$ cat config.mk
export PLATFORM = sky130hd
export DESIGN_NAME = gpio_bank
export DESIGN_NICKNAME = d
export VERILOG_FILES = /design/src/rtl/gpio_bank_pkg.sv /design/src/rtl/gpio_sync.sv /design/src/rtl/gpio_irq_detect.sv /design/src/rtl/gpio_regfile.sv /design/src/rtl/gpio_bank.sv
export SDC_FILE = /design/constraint.sdc
export NUM_CORES = 1
export LEC_CHECK = 0
export ABC_AREA = 1
export BUFFER_PORTS_ARGS = -buffer_cell sky130_fd_sc_hd__buf_2
export CAP_MARGIN = 0
export CORE_AREA = 5 5 248 250
export CTS_BUF_LIST = sky130_fd_sc_hd__clkbuf_4 sky130_fd_sc_hd__clkbuf_8
export CTS_CLUSTER_DIAMETER = 50
export CTS_CLUSTER_SIZE = 14
export DETAILED_ROUTE_END_ITERATION = 6
export DIE_AREA = 0 0 253 255
export SLEW_MARGIN = 0
export SYNTH_ARGS = -nofsm -noshare
export SYNTH_HDL_FRONTEND = slang
export SYNTH_SLANG_ARGS = --single-unit
export TNS_END_PERCENT = 1
$ cat constraint.sdc
create_clock -name clk -period 2.5 [get_ports clk]
set_clock_uncertainty 0.15 [all_clocks]
set_input_delay 0.375 -clock clk [delete_from_list [all_inputs] [get_ports clk]]
set_output_delay 0.375 -clock clk [all_outputs]
set_load 0.01 [all_outputs]
$ cat src/rtl/gpio_bank_pkg.sv
package gpio_bank_pkg;
  localparam int OFF_W    = 9;
  localparam int DATA_W   = 32;
  localparam int DRV_BITS = 3;

  localparam logic [OFF_W-1:0] OFF_DIN   = 9'h000;
  localparam logic [OFF_W-1:0] OFF_DOUT  = 9'h004;
  localparam logic [OFF_W-1:0] OFF_OE    = 9'h008;
  localparam logic [OFF_W-1:0] OFF_LEVEL = 9'h00C;
  localparam logic [OFF_W-1:0] OFF_DUAL  = 9'h010;
  localparam logic [OFF_W-1:0] OFF_POL   = 9'h014;
  localparam logic [OFF_W-1:0] OFF_MASK  = 9'h018;
  localparam logic [OFF_W-1:0] OFF_RAW   = 9'h01C;
  localparam logic [OFF_W-1:0] OFF_MSTAT = 9'h020;
  localparam logic [OFF_W-1:0] OFF_CLR   = 9'h024;
  localparam logic [OFF_W-1:0] OFF_PSEL  = 9'h034;
  localparam logic [OFF_W-1:0] OFF_PEN   = 9'h038;
  localparam logic [OFF_W-1:0] OFF_DRV0  = 9'h058;

  // One pin's detection decision for this cycle.
  function automatic logic sense_hit(input logic level, input logic dual,
                                     input logic pol, input logic now,
                                     input logic prev);
    if (level)     return now == pol;
    else if (dual) return now != prev;
    else if (pol)  return now & ~prev;
    else           return ~now & prev;
  endfunction
endpackage

$ cat src/rtl/gpio_sync.sv
module gpio_sync #(
  parameter int W      = 32,
  parameter int STAGES = 2
) (
  input  logic         clk,
  input  logic         rst_n,
  input  logic [W-1:0] d,
  output logic [W-1:0] q
);
  logic [W-1:0] stage_q [STAGES];

  generate
    for (genvar s = 0; s < STAGES; s++) begin : g_stage
      always_ff @(posedge clk) begin
        if (!rst_n)      stage_q[s] <= '0;
        else if (s == 0) stage_q[s] <= d;
        else             stage_q[s] <= stage_q[(s == 0) ? 0 : s-1];
      end
    end
  endgenerate

  assign q = stage_q[STAGES-1];
endmodule

$ cat src/rtl/gpio_irq_detect.sv
module gpio_irq_detect
  import gpio_bank_pkg::*;
#(
  parameter int NPIN = 32
) (
  input  logic            clk,
  input  logic            rst_n,
  input  logic [NPIN-1:0] lvl_now,
  input  logic [NPIN-1:0] cfg_level,
  input  logic [NPIN-1:0] cfg_dual,
  input  logic [NPIN-1:0] cfg_pol,
  input  logic [NPIN-1:0] cfg_mask,
  input  logic [NPIN-1:0] clr_bits,
  output logic [NPIN-1:0] raw_status,
  output logic            irq_out
);
  logic [NPIN-1:0] lvl_prev;
  logic [NPIN-1:0] evt;
  logic [NPIN-1:0] status_q;
  logic [NPIN-1:0] lvl_hit;
  logic            irq_q;

  always_ff @(posedge clk) begin
    if (!rst_n) lvl_prev <= '0;
    else        lvl_prev <= lvl_now;
  end

  generate
    for (genvar i = 0; i < NPIN; i++) begin : g_pin
      assign evt[i] = sense_hit(cfg_level[i], cfg_dual[i], cfg_pol[i],
                                lvl_now[i], lvl_prev[i]);
    end
  endgenerate

  // A new event outranks a clear aimed at the same bit.
  always_ff @(posedge clk) begin
    if (!rst_n) status_q <= '0;
    else        status_q <= (status_q & ~clr_bits) | evt;
  end

  always_ff @(posedge clk) begin
    if (!rst_n) irq_q <= 1'b0;
    else        irq_q <= |(status_q & cfg_mask);
  end

  assign raw_status = status_q;
  assign irq_out    = irq_q;
  assign lvl_hit    = cfg_level & ~(lvl_now ^ cfg_pol);

  AST_NO_SPURIOUS_SET: assert property (@(posedge clk) disable iff (!rst_n)
    1'b1 |=> ((status_q & ~$past(status_q) & ~$past(evt)) == '0));
  AST_LEVEL_RELATCH: assert property (@(posedge clk) disable iff (!rst_n)
    1'b1 |=> (($past(lvl_hit) & ~status_q) == '0));
  AST_EVENT_BEATS_CLEAR: assert property (@(posedge clk) disable iff (!rst_n)
    1'b1 |=> (($past(evt & clr_bits) & ~status_q) == '0));
endmodule

$ cat src/rtl/gpio_regfile.sv
module gpio_regfile
  import gpio_bank_pkg::*;
#(
  parameter int               NPIN      = 32,
  parameter int               AW        = 12,
  parameter logic [AW-1:0]    BASE_ADDR = '0
) (
  input  logic                clk,
  input  logic                rst_n,
  input  logic                reg_en,
  input  logic                reg_we,
  input  logic [AW-1:0]       reg_addr,
  input  logic [DATA_W-1:0]   reg_wdata,
  output logic [DATA_W-1:0]   reg_rdata,
  input  logic [NPIN-1:0]     din_sync,
  input  logic [NPIN-1:0]     raw_status,
  output logic [NPIN-1:0]     dout,
  output logic [NPIN-1:0]     oe,
  output logic [NPIN-1:0]     cfg_level,
  output logic [NPIN-1:0]     cfg_dual,
  output logic [NPIN-1:0]     cfg_pol,
  output logic [NPIN-1:0]     cfg_mask,
  output logic [NPIN-1:0]     pull_sel,
  output logic [NPIN-1:0]     pull_en,
  output logic [NPIN-1:0]     drv_slice [DRV_BITS],
  output logic [NPIN-1:0]     clr_bits
);
  logic [OFF_W-1:0]  off;
  logic              hit, wr_fire, rd_fire;
  logic [NPIN-1:0]   wbits;
  logic [DATA_W-1:0] rd_mux;
  logic [DATA_W-1:0] rdata_q;

  assign off     = reg_addr[OFF_W-1:0];
  assign hit     = reg_addr[AW-1:OFF_W] == BASE_ADDR[AW-1:OFF_W];
  assign wr_fire = reg_en & reg_we & hit;
  assign rd_fire = reg_en & ~reg_we;
  assign wbits   = reg_wdata[NPIN-1:0];

  always_ff @(posedge clk) begin
    if (!rst_n) begin
      dout      <= '0;
      oe        <= '0;
      cfg_level <= '0;
      cfg_dual  <= '0;
      cfg_pol   <= '0;
      cfg_mask  <= '0;
      pull_sel  <= '0;
      pull_en   <= '0;
    end else if (wr_fire) begin
      case (off)
        OFF_DOUT:  dout      <= wbits;
        OFF_OE:    oe        <= wbits;
        OFF_LEVEL: cfg_level <= wbits;
        OFF_DUAL:  cfg_dual  <= wbits;
        OFF_POL:   cfg_pol   <= wbits;
        OFF_MASK:  cfg_mask  <= wbits;
        OFF_PSEL:  pull_sel  <= wbits;
        OFF_PEN:   pull_en   <= wbits;
        default:   ;
      endcase
    end
  end

  generate
    for (genvar b = 0; b < DRV_BITS; b++) begin : g_drv
      localparam logic [OFF_W-1:0] SLICE_OFF = OFF_DRV0 + OFF_W'(4*b);
      always_ff @(posedge clk) begin
        if (!rst_n)                          drv_slice[b] <= '0;
        else if (wr_fire && off == SLICE_OFF) drv_slice[b] <= wbits;
      end
    end
  endgenerate

  assign clr_bits = (wr_fire && off == OFF_CLR) ? wbits : '0;

  always_comb begin
    rd_mux = '0;
    if (hit) begin
      case (off)
        OFF_DIN:   rd_mux = DATA_W'(din_sync);
        OFF_DOUT:  rd_mux = DATA_W'(dout);
        OFF_OE:    rd_mux = DATA_W'(oe);
        OFF_LEVEL: rd_mux = DATA_W'(cfg_level);
        OFF_DUAL:  rd_mux = DATA_W'(cfg_dual);
        OFF_POL:   rd_mux = DATA_W'(cfg_pol);
        OFF_MASK:  rd_mux = DATA_W'(cfg_mask);
        OFF_RAW:   rd_mux = DATA_W'(raw_status);
        OFF_MSTAT: rd_mux = DATA_W'(raw_status & cfg_mask);
        OFF_PSEL:  rd_mux = DATA_W'(pull_sel);
        OFF_PEN:   rd_mux = DATA_W'(pull_en);
        default: begin
          for (int b = 0; b < DRV_BITS; b++)
            if (off == OFF_DRV0 + OFF_W'(4*b)) rd_mux = DATA_W'(drv_slice[b]);
        end
      endcase
    end
  end

  always_ff @(posedge clk) begin
    if (!rst_n)       rdata_q <= '0;
    else if (rd_fire) rdata_q <= rd_mux;
  end

  assign reg_rdata = rdata_q;

  AST_CLR_READS_ZERO: assert property (@(posedge clk) disable iff (!rst_n)
    (rd_fire && off == OFF_CLR) |=> (reg_rdata == '0));
  AST_OE_ONLY_ON_WRITE: assert property (@(posedge clk) disable iff (!rst_n)
    !(wr_fire && off == OFF_OE) |=> $stable(oe));
  AST_FOREIGN_BANK_IGNORED: assert property (@(posedge clk) disable iff (!rst_n)
    (reg_en && !hit) |=> ($stable(dout) && $stable(cfg_mask)));
endmodule

$ cat src/rtl/gpio_bank.sv
module gpio_bank
  import gpio_bank_pkg::*;
#(
  parameter int            NPIN      = 32,
  parameter int            AW        = 12,
  parameter logic [AW-1:0] BASE_ADDR = '0
) (
  input  logic                     clk,
  input  logic                     rst_n,
  input  logic                     reg_en,
  input  logic                     reg_we,
  input  logic [AW-1:0]            reg_addr,
  input  logic [31:0]              reg_wdata,
  output logic [31:0]              reg_rdata,
  input  logic [NPIN-1:0]          pin_in,
  output logic [NPIN-1:0]          pin_out,
  output logic [NPIN-1:0]          pin_oe,
  output logic [NPIN-1:0]          pull_up,
  output logic [NPIN-1:0]          pull_dn,
  output logic [DRV_BITS*NPIN-1:0] drive_code,
  output logic                     irq_out
);
  logic [NPIN-1:0] din_sync, raw_status, clr_bits;
  logic [NPIN-1:0] cfg_level, cfg_dual, cfg_pol, cfg_mask;
  logic [NPIN-1:0] pull_sel, pull_en;
  logic [NPIN-1:0] drv_slice [DRV_BITS];

  gpio_sync #(.W(NPIN), .STAGES(2)) u_sync (
    .clk(clk), .rst_n(rst_n), .d(pin_in), .q(din_sync)
  );

  gpio_regfile #(.NPIN(NPIN), .AW(AW), .BASE_ADDR(BASE_ADDR)) u_regs (
    .clk(clk), .rst_n(rst_n),
    .reg_en(reg_en), .reg_we(reg_we), .reg_addr(reg_addr),
    .reg_wdata(reg_wdata), .reg_rdata(reg_rdata),
    .din_sync(din_sync), .raw_status(raw_status),
    .dout(pin_out), .oe(pin_oe),
    .cfg_level(cfg_level), .cfg_dual(cfg_dual), .cfg_pol(cfg_pol),
    .cfg_mask(cfg_mask), .pull_sel(pull_sel), .pull_en(pull_en),
    .drv_slice(drv_slice), .clr_bits(clr_bits)
  );

  gpio_irq_detect #(.NPIN(NPIN)) u_detect (
    .clk(clk), .rst_n(rst_n), .lvl_now(din_sync),
    .cfg_level(cfg_level), .cfg_dual(cfg_dual), .cfg_pol(cfg_pol),
    .cfg_mask(cfg_mask), .clr_bits(clr_bits),
    .raw_status(raw_status), .irq_out(irq_out)
  );

  assign pull_up = pull_en & pull_sel;
  assign pull_dn = pull_en & ~pull_sel;

  generate
    for (genvar n = 0; n < NPIN; n++) begin : g_pad
      for (genvar b = 0; b < DRV_BITS; b++) begin : g_bit
        assign drive_code[DRV_BITS*n + b] = drv_slice[b][n];
      end
    end
  endgenerate

  AST_IRQ_TRACKS_MASKED: assert property (@(posedge clk) disable iff (!rst_n)
    1'b1 |=> (irq_out == $past(|(raw_status & cfg_mask))));
  AST_PULL_EXCLUSIVE: assert property (@(posedge clk) disable iff (!rst_n)
    (pull_up & pull_dn) == '0);
endmodule

Yosys cells after proc, flatten, opt, wreduce, memory -nomap -nowiden

Memory sizes are Yosys's and may differ from the RTL's.
Index checks and enable logic that the tools add are counted.

Logic and storage cells: 356
Memories kept: 1
RAM bits: 64
Output and inout bits: 257
Bits in registers: 449
Bits of input ports: 80

Mux-type cells: 106
Bitwise logic cells: 141
Reductions and logical operators: 15
Equality and inequality tests: 78

Memories:

| memory         | depth | width | read ports | clocked after memory_dff | write ports | line            | RTL |
|---|---|---|---|---|---|---|---|
| u_sync.stage_q | 2     | 32    | 2          | 0                        | 2           | gpio_sync.sv:10 | `logic [W-1:0] stage_q [STAGES];` |

Operators by type and width:

| operator           | number |
|---|---|
| $pmux 32 s11       | 1 |
| $mux 32            | 7 |
| $and 32x32->32     | 4 |
| $mux 1             | 98 |
| $and 1x1->1        | 67 |
| $not 1->1          | 65 |
| $not 32->32        | 2 |
| $eq 9x5->1 const B | 4 |
| $eq 9x6->1 const B | 4 |
| $eq 1x1->1         | 32 |
| $ne 1x1->1         | 32 |
| $or 32x32->32      | 1 |
| $reduce_or 32->1   | 1 |
| $eq 9x7->1 const B | 3 |
| $eq 9x4->1 const B | 2 |
| $reduce_and 2->1   | 8 |
| $eq 9x3->1 const B | 1 |
| $logic_not 9->1    | 1 |
| $logic_and 1x1->1  | 4 |
| $logic_not 3->1    | 1 |
| $or 1x1->1         | 2 |

Depth between registers and ports, before layout

Gate-level depths: netlist of run 1.

Depth after elaboration: 7
Mapped depth: 14
Gate-level depth less buffers: 12

Modules after synthesis

Synthesis of run 1 repeated with hierarchy kept, for this count alone.

Cells, all modules: 3396
Area total of the unflattened synthesis: 23433.7 sq um

By module, submodules not included:

| module          | times used | cells an instance | area each (sq um) |
|---|---|---|---|
| gpio_regfile    | 1          | 2357              | 16470.8 |
| gpio_irq_detect | 1          | 712               | 4561.9 |
| gpio_sync       | 1          | 199               | 1840.5 |
| gpio_bank       | 1          | 128               | 560.5 |

Worst setup path before layout of run 1

OpenSTA, ideal clock, no wires.

Path kind: input port to flip-flop
From: input port reg_addr[5]
To: register u_regs.rdata_q[10], in the netlist u_regs.reg_rdata[10]
Cell stages on the path: 12
Path slack: 0.623 ns
Arrival time: 1.657 ns
Buffers on the path: 3
Library setup time: 0.070 ns
Cell sequence: buf_2 -> nor2_1 -> nand3_2 -> nor2_1 -> buf_2 -> nor2_1 -> nand3_2 -> buf_4 -> nor2_1 -> nor2_1 -> nand2_1 -> a21oi_1

Cells in the longest elaborated chain, start to end: 6

RTL lines:

| what                 | line                | RTL |
|---|---|---|
| from (decl)          | gpio_bank.sv:12     | `input logic [AW-1:0] reg_addr,` |
| $eq 9x7->1           | gpio_regfile.sv:94  | `if (off == OFF_DRV0 + OFF_W'(4*b)) rd_mux = DATA_W'(drv_slice[b]);` |
| $mux 32 (3 in a row) | gpio_regfile.sv:94  |  |
| $pmux 32 s11 (*)     | gpio_regfile.sv:80  | `case (off)` |
| $mux 32 (*)          | gpio_regfile.sv:79  | `if (hit) begin` |
| to (signal assigned) | gpio_regfile.sv:102 | `else if (rd_fire) rdata_q <= rd_mux;` |
| to (decl)            | gpio_regfile.sv:32  | `logic [DATA_W-1:0] rdata_q;` |

Mark *: on every way between the ends. The rest lies on a longest branch, timed or not.
A chain may end at the register's enable or synchronous reset.

Worst setup path in the final report of run 1

From: register u_regs.pull_en[1]
To: output port pull_dn[1]

Cells in the longest elaborated chain, start to end: 1

RTL lines:

| what                   | line               | RTL |
|---|---|---|
| from (decl)            | gpio_regfile.sv:24 | `output logic [NPIN-1:0] pull_en,` |
| from (signal assigned) | gpio_regfile.sv:59 | `OFF_PEN: pull_en <= wbits;` |
| $and 32x32->32         | gpio_bank.sv:51    | `assign pull_dn = pull_en & ~pull_sel;` |
| to (decl)              | gpio_bank.sv:19    | `output logic [NPIN-1:0] pull_dn,` |

No other way between the ends.

==> flow_metrics.py, run 1 <==
metrics = {
    "clock_tree": {
        "cts.sinks": 513,
        "h-tree-depth": 2,
        "cts_buffers": 57,
        "post_cts_buffers": 0,
        "clk_pin_slew_worst_paths_ns": 0.10,
        "clockBufferDepth": 3,
        "clk_latency_ns": 0.68,
        "cts_tree": "built",
        "cts_root_buffer": "clkbuf_8",
    },
    "pwr": {
        "irDropWorstVdd_mv": 0.349,
        "p_leak_nw": 12.7,
        "power.density_mw_per_mm2": 541,
    },
    "die": {
        "die_h_um": 255,
        "ios": 337,
        "start_util": 0.398,
        "dieArea_mm2": 0.0645,
        "core_area_mm2": 0.0588,
        "fp.dieW_um": 253,
        "num_rows": 89,
    },
    "finish": {
        "reg.largest.list": "u_regs.drv_slice: 96 flops, u_sync.stage_q: 64 flops",
        "register_area_mm2": 0.0103,
        "largest_reg_flops": 96,
        "finalNetCount": 3832,
        "drive_gt1_frac": 0.157,
        "fill_cells": 6014,
        "multi_input_area_mm2": 0.0110,
        "fin_util": 0.482,
        "syn2layout_area_growth_pct": 21.1,
        "fin_cells": 4506,
        "max_flop_register": "u_regs.drv_slice",
    },
    "run_status": {
        "status": "finished, final reports clean",
    },
    "route": {
        "viasPerCell": 5.20,
        "dr.pass1.iters": 6,
        "wl_mm": 88.0,
        "wl_per_cell_um": 19.5,
        "ant_nets": 0,
        "drt_iter0_drc": 2263,
        "drc": 0,
        "vias": 23500,
    },
    "timing": {
        "fin_crit_sh": 0.828,
        "fmax_mhz": 483,
        "timing_hold_violations_final": 0,
        "period_needed_ns": 2.07,
        "rsz0062_at_grt": "no",
        "fin_hold_ws_ns": 0.157,
        "slew_viol_final": 0,
        "worstMarginPinSlew_ns": 0.688,
        "setup_viol": 0,
        "slew_headroom": 0.542,
        "totalNegativeSetupSlack_ns": 0,
    },
    "setup_path": {
        "path_cells": "inv_1 > nor2_1 > buf_2",
        "cp_max_fo": 4,
        "cp_data_required_time_ns": 1.98,
        "slowest_stage": "dfxtp_1",
        "worst_setup_path_start_kind": "flip-flop",
        "criticalPathCategory": "reg2out",
        "cp.arrival_ns": 1.54,
        "worstSetupEndpointType": "primary output",
        "critPathMaxStageDelay_ns": 0.39,
    },
    "grt": {
        "grt_pass1_wl_mm": 131,
        "grt_max_degree": 68,
        "overflow": 0,
        "track_usage": 0.259,
        "antenna_found_initial": 2,
        "grt_pass1_vias": 20900,
    },
    "synth": {
        "yosysTopAreaCellShare": 0.439,
        "yosysTopAreaCell": "dfxtp_1",
        "synth-edff-count": 0,
        "netlist_instances": 3320,
        "synth-main-ff-cell": "dfxtp_1",
        "synthArstFlopShare": 0,
        "synthTopCellsByCount": "nand2_1 (782), dfxtp_1 (513), a21oi_1 (421)",
        "synth_area_leaders": "dfxtp_1 (44%), nand2_1 (13%), a21oi_1 (9.0%), o21ai_0 (6.7%), inv_1 (5.1%)",
        "syn_avg_cell_area_um2": 7.05,
        "yosysMostFrequentCell": "nand2_1",
        "synth_warnings": 0,
        "ys_seq_area_frac": 0.439,
        "synth.distinct_cells": 31,
        "syn_area_mm2": 0.0234,
        "ys_seq_elements": 513,
        "syn_nets": 3464,
    },
    "place": {
        "gp_congestion": 0.892,
        "io_buffer_count": 336,
        "placed_cells": 4337,
        "dpl.hpwl_mm": 61.6,
    },
    "run": {
        "drv_cap": 0,
    },
    "hold_path": {
        "hp-class": "in2reg",
    },
}
-- routing by layer --
metal | vias to the layer above | routed length, µm | global-route usage
li1 | 11600 | - | -
met2 | 955 | 37000 | 0.383
met1 | 10800 | 40600 | 0.389
met3 | 106 | 8520 | 0.0537
met5 | - | 0 | 0
met4 | 0 | 1830 | 0.0571
-- worst max-delay path, delay by kind of cell (launching register included) --
kind	cells	cell delay [ns]
buf+inv	2	0.26
flops	1	0.39
simple gates	1	0.21
-- final timing paths --
check | start | end | slack, ns | cells past startpoint
min | reg_addr[8] | u_regs.drv_slice[53] | 0.16 | 7
max reg2reg | u_regs.cfg_mask[24] | u_regs.reg_rdata[24] | 0.93 | 7
max | u_regs.pull_en[1] | pull_dn[1] | 0.43 | 3
min reg2reg | u_sync.stage_q[0][8] | u_sync.stage_q[1][8] | 0.26 | 2
-- cells by family after synthesis --
logic type | Yosys count | synth area share
and+or+nand+nor | 1321 | 0.237
AOI/OAI and AO/OA | 856 | 0.193
buffers and inverters | 554 | 0.0919
DFF | 513 | 0.439
adders and majority gates | 64 | 0.0342
xor gates and xnor gates | 7 | 0.00262
muxes | 5 | 0.00241
-- metrics by stage --
step                      setup slack (ns)  power, W  cell area, µm²
after floorplan                      0.623   0.00885           23400
after global placement              0.0997   0.00924           26500
after detailed placement             0.103   0.00924           26500
after CTS                            0.348    0.0154           28300
after global routing                 0.347    0.0158           28300
final                                0.431    0.0153           28300
-- report_power, final --
group          total [W]  switching [W]  internal, W
logic           0.000844       0.000562     0.000282
registers        0.00830      0.0000600      0.00824
clock network    0.00618        0.00341      0.00277
total             0.0153        0.00403       0.0113
-- cells in the final DEF, fill, tap and decap left out, types with 32 or more instances in the layout --
cell,n
a211oi_1,32
a21oi_1,421
buf_2,335
buf_4,76
clkbuf_8,64
clkinv_1,33
dfxtp_1,513
dlygate4sd3_1,65
ha_1,64
inv_1,315
nand2_1,781
nand3_1,150
nand3b_1,48
nand4_1,40
nor2_1,268
o211ai_1,32
o21ai_0,315
-- area by class of cell --
cell class	instances	area share
clock inverters	30	0.0104
repair buffers	506	0.123
inverters	357	0.0474
diodes	4	0.000353
clock buffers	70	0.0327
well taps	773	0.0341
flip-flops and latches	513	0.362
multi-input cells	2253	0.389
-- repair_timing --
action	CTS	global route
resized for setup	0	0
endpoints found under the hold margin	195	0
hold buffers	65	0
(Power assumes the default switching activity.)
==> run 2, diff against run 1 <==
==> constraint.sdc (replaced) <==
create_clock -name clk -period 1.7 [get_ports clk]
set_clock_uncertainty 0.15 [all_clocks]
set_input_delay 0.255 -clock clk [delete_from_list [all_inputs] [get_ports clk]]
set_output_delay 0.255 -clock clk [all_outputs]
set_load 0.01 [all_outputs]
==> run 2 against run 1 <==
Against the previous run:
- the run now ends with setup timing left
- sequential power rose by 47%
- sequential share of layout area down 1.7 points
- worst setup slack lost 0.51 ns
- critical path depth unchanged
- register-to-register slack lost 0.94 ns
- non-clock buffer count rose by 132
- cell area increased by 7.0%
- first-iteration DRC count is 6.4% higher
- critical endpoint unchanged
- largest cell class unchanged
- largest power group unchanged
==> flow_metrics.py, run 2 (synthesis gave the netlist of run 1 again) <==
metrics = {
    "run_status": {
        "status": "complete, but fails checks",
        "violations": "setup timing",
    },
    "setup_path": {
        "slowest_stage": "dfxtp_2",
        "cp_data_required_time_ns": 1.29,
        "cp_max_fo": 4,
        "cp.arrival_ns": 1.37,
        "crit_family": "flip-flops",
        "r2r_cells": 4,
        "path_cells": "inv_1 > nor2_4 > buf_6",
        "critPathMaxStageDelay_ns": 0.37,
        "r2r_end": "u_detect.irq_out",
        "criticalPathCategory": "reg2out",
        "worst-path-buf-inv": 2,
        "reg2reg_from": "u_regs.cfg_mask[16]",
        "worst_setup_path_start_kind": "flip-flop",
        "r2r_setup_slack_ns": -0.01,
        "worstSetupEndpointType": "primary output",
    },
    "clock_tree": {
        "h-tree-depth": 2,
        "clockBufferDepth": 3,
        "cts_tree": "built",
        "clk_latency_ns": 0.69,
        "cts_buffers": 54,
        "cts_root_buffer": "clkbuf_8",
        "clk_pin_slew_worst_paths_ns": 0.09,
        "cts.sinks": 513,
    },
    "die": {
        "die_h_um": 255,
        "dieArea_mm2": 0.0645,
        "num_rows": 89,
        "start_util": 0.398,
        "fp.dieW_um": 253,
        "core_area_mm2": 0.0588,
        "ios": 337,
    },
    "grt": {
        "grt_pass1_vias": 22100,
        "track_usage": 0.270,
        "overflow": 0,
        "grt_max_degree": 65,
        "antenna_found_initial": 3,
        "grt_pass1_wl_mm": 136,
    },
    "route": {
        "drc": 0,
        "viasPerCell": 5.23,
        "dr.pass1.iters": 6,
        "vias": 24200,
        "drt_iter0_drc": 2408,
        "ant_nets": 0,
        "wl_mm": 91.1,
        "wl_per_cell_um": 19.7,
    },
    "finish": {
        "final_cell_mix": "nand2_1 (768), dfxtp_1 (423), a21oi_1 (421)",
        "finalNetCount": 3961,
        "largest_reg_flops": 96,
        "reg.largest.list": "u_regs.drv_slice: 96 flops, u_sync.stage_q: 64 flops",
        "max_flop_register": "u_regs.drv_slice",
        "syn2layout_area_growth_pct": 29.5,
        "fin_util": 0.516,
        "drive_gt1_frac": 0.215,
        "final_common_cell": "nand2_1",
    },
    "place": {
        "dpl.hpwl_mm": 66.5,
        "io_buffer_count": 336,
        "post-place-ws_ns": -0.516,
        "gp_congestion": 0.913,
    },
    "pwr": {
        "irDropWorstVdd_mv": 0.513,
        "power.density_mw_per_mm2": 759,
        "p_leak_nw": 13.5,
    },
    "timing": {
        "setup_viol": 25,
        "fin_crit_sh": 1.05,
        "slew_headroom": 0.713,
        "slew_viol_final": 0,
        "timing_hold_violations_final": 0,
        "rsz0062_at_grt": "yes",
        "setup_ws_ns": -0.0766,
        "period_needed_ns": 1.78,
        "worstMarginPinSlew_ns": 0.429,
        "fmax_mhz": 563,
    },
    "run": {
        "drv_cap": 0,
    },
    "hold_path": {
        "min_to": "u_regs.pull_en[11]",
        "hold_depth": 6,
        "hp-class": "in2reg",
        "min_from": "reg_addr[9]",
    },
}
[run 2: cell types whose count changed in the layout (fill, tap and decap cells not counted), sizes merged]
| cell | change |
|---|---|
| dlygate4sd3 | +12 |
| bufinv | +5 |
| buf | +120 |
| clkinvlp | +3 |
| diode | -3 |
| clkbuf | -5 |
| clkinv | -1 |
| inv | -7 |
[run 2: worst register-to-register path, cell delays in order, from the launching register on]
cell	delay [ns]
dfxtp_1	0.34
nand2_1	0.18
nand4_1	0.26
nor4_1	0.40
a21oi_1	0.23
[run 2: how the worst max path moves through the flow]
stage | end | cells past startpoint | start | slack, ns
floorplan | u_regs.reg_rdata[10] | 12 | reg_addr[5] | -0.03
detailed placement | u_regs.cfg_pol[11] | 9 | reg_addr[6] | -0.52
CTS | pull_dn[23] | 3 | u_regs.pull_en[23] | -0.13
global route | pull_dn[21] | 3 | u_regs.pull_en[21] | -0.13
finish | pull_dn[1] | 3 | u_regs.pull_en[1] | -0.08
global placement | u_regs.cfg_pol[11] | 9 | reg_addr[6] | -0.50
[run 2: report_power, final]
part / internal, W / switching, W
clock network: 0.00453 / 0.00489
logic: 0.000557 / 0.000873
registers: 0.0121 / 0.0000890
[run 2: layout make-up]
class / instances / area, µm²
antenna: 1 / 2.50
clock buffer: 65 / 857
clock inverter: 30 / 404
fill: 5854 / 28500
inverter: 357 / 1340
multi-input combinational: 2253 / 11100
sequential: 513 / 10500
tap: 773 / 967
timing repair buffer: 638 / 5120
[run 2: layer usage]
layer	vias up	share of wire	global-route usage
met5	-	0.00014	0
met4	2	0.026	0.0697
met3	150	0.10	0.0623
met2	1041	0.42	0.402
met1	11200	0.45	0.396
li1	11800	-	-
[run 2: stage by stage]
stage	instance area (µm²)	hold slack, ns	total power, W	cells	TNS, ns
2_1_floorplan	23400	0.203	0.0130	3320	-1.76
6_report	30300	0.0581	0.0230	4630	-0.594
5_1_grt	30300	0.0259	0.0238	4630	-4.33
3_3_place_gp	27900	0.242	0.0137	4458	-121.40
3_5_place_dp	27900	0.248	0.0137	4458	-126.42
4_1_cts	30200	0.00603	0.0232	4630	-3.04
[run 2: what timing repair did]
| item | 4_1_cts | 5_1_grt |
|---|---|---|
| pin swaps | 21 | 15 |
| hold buffers | 77 | 0 |
| resized for setup | 129 | 62 |
| buffers inserted | 3 | 0 |
| setup endpoints to repair | 80 | 78 |
| hold endpoints to repair | 457 | 0 |
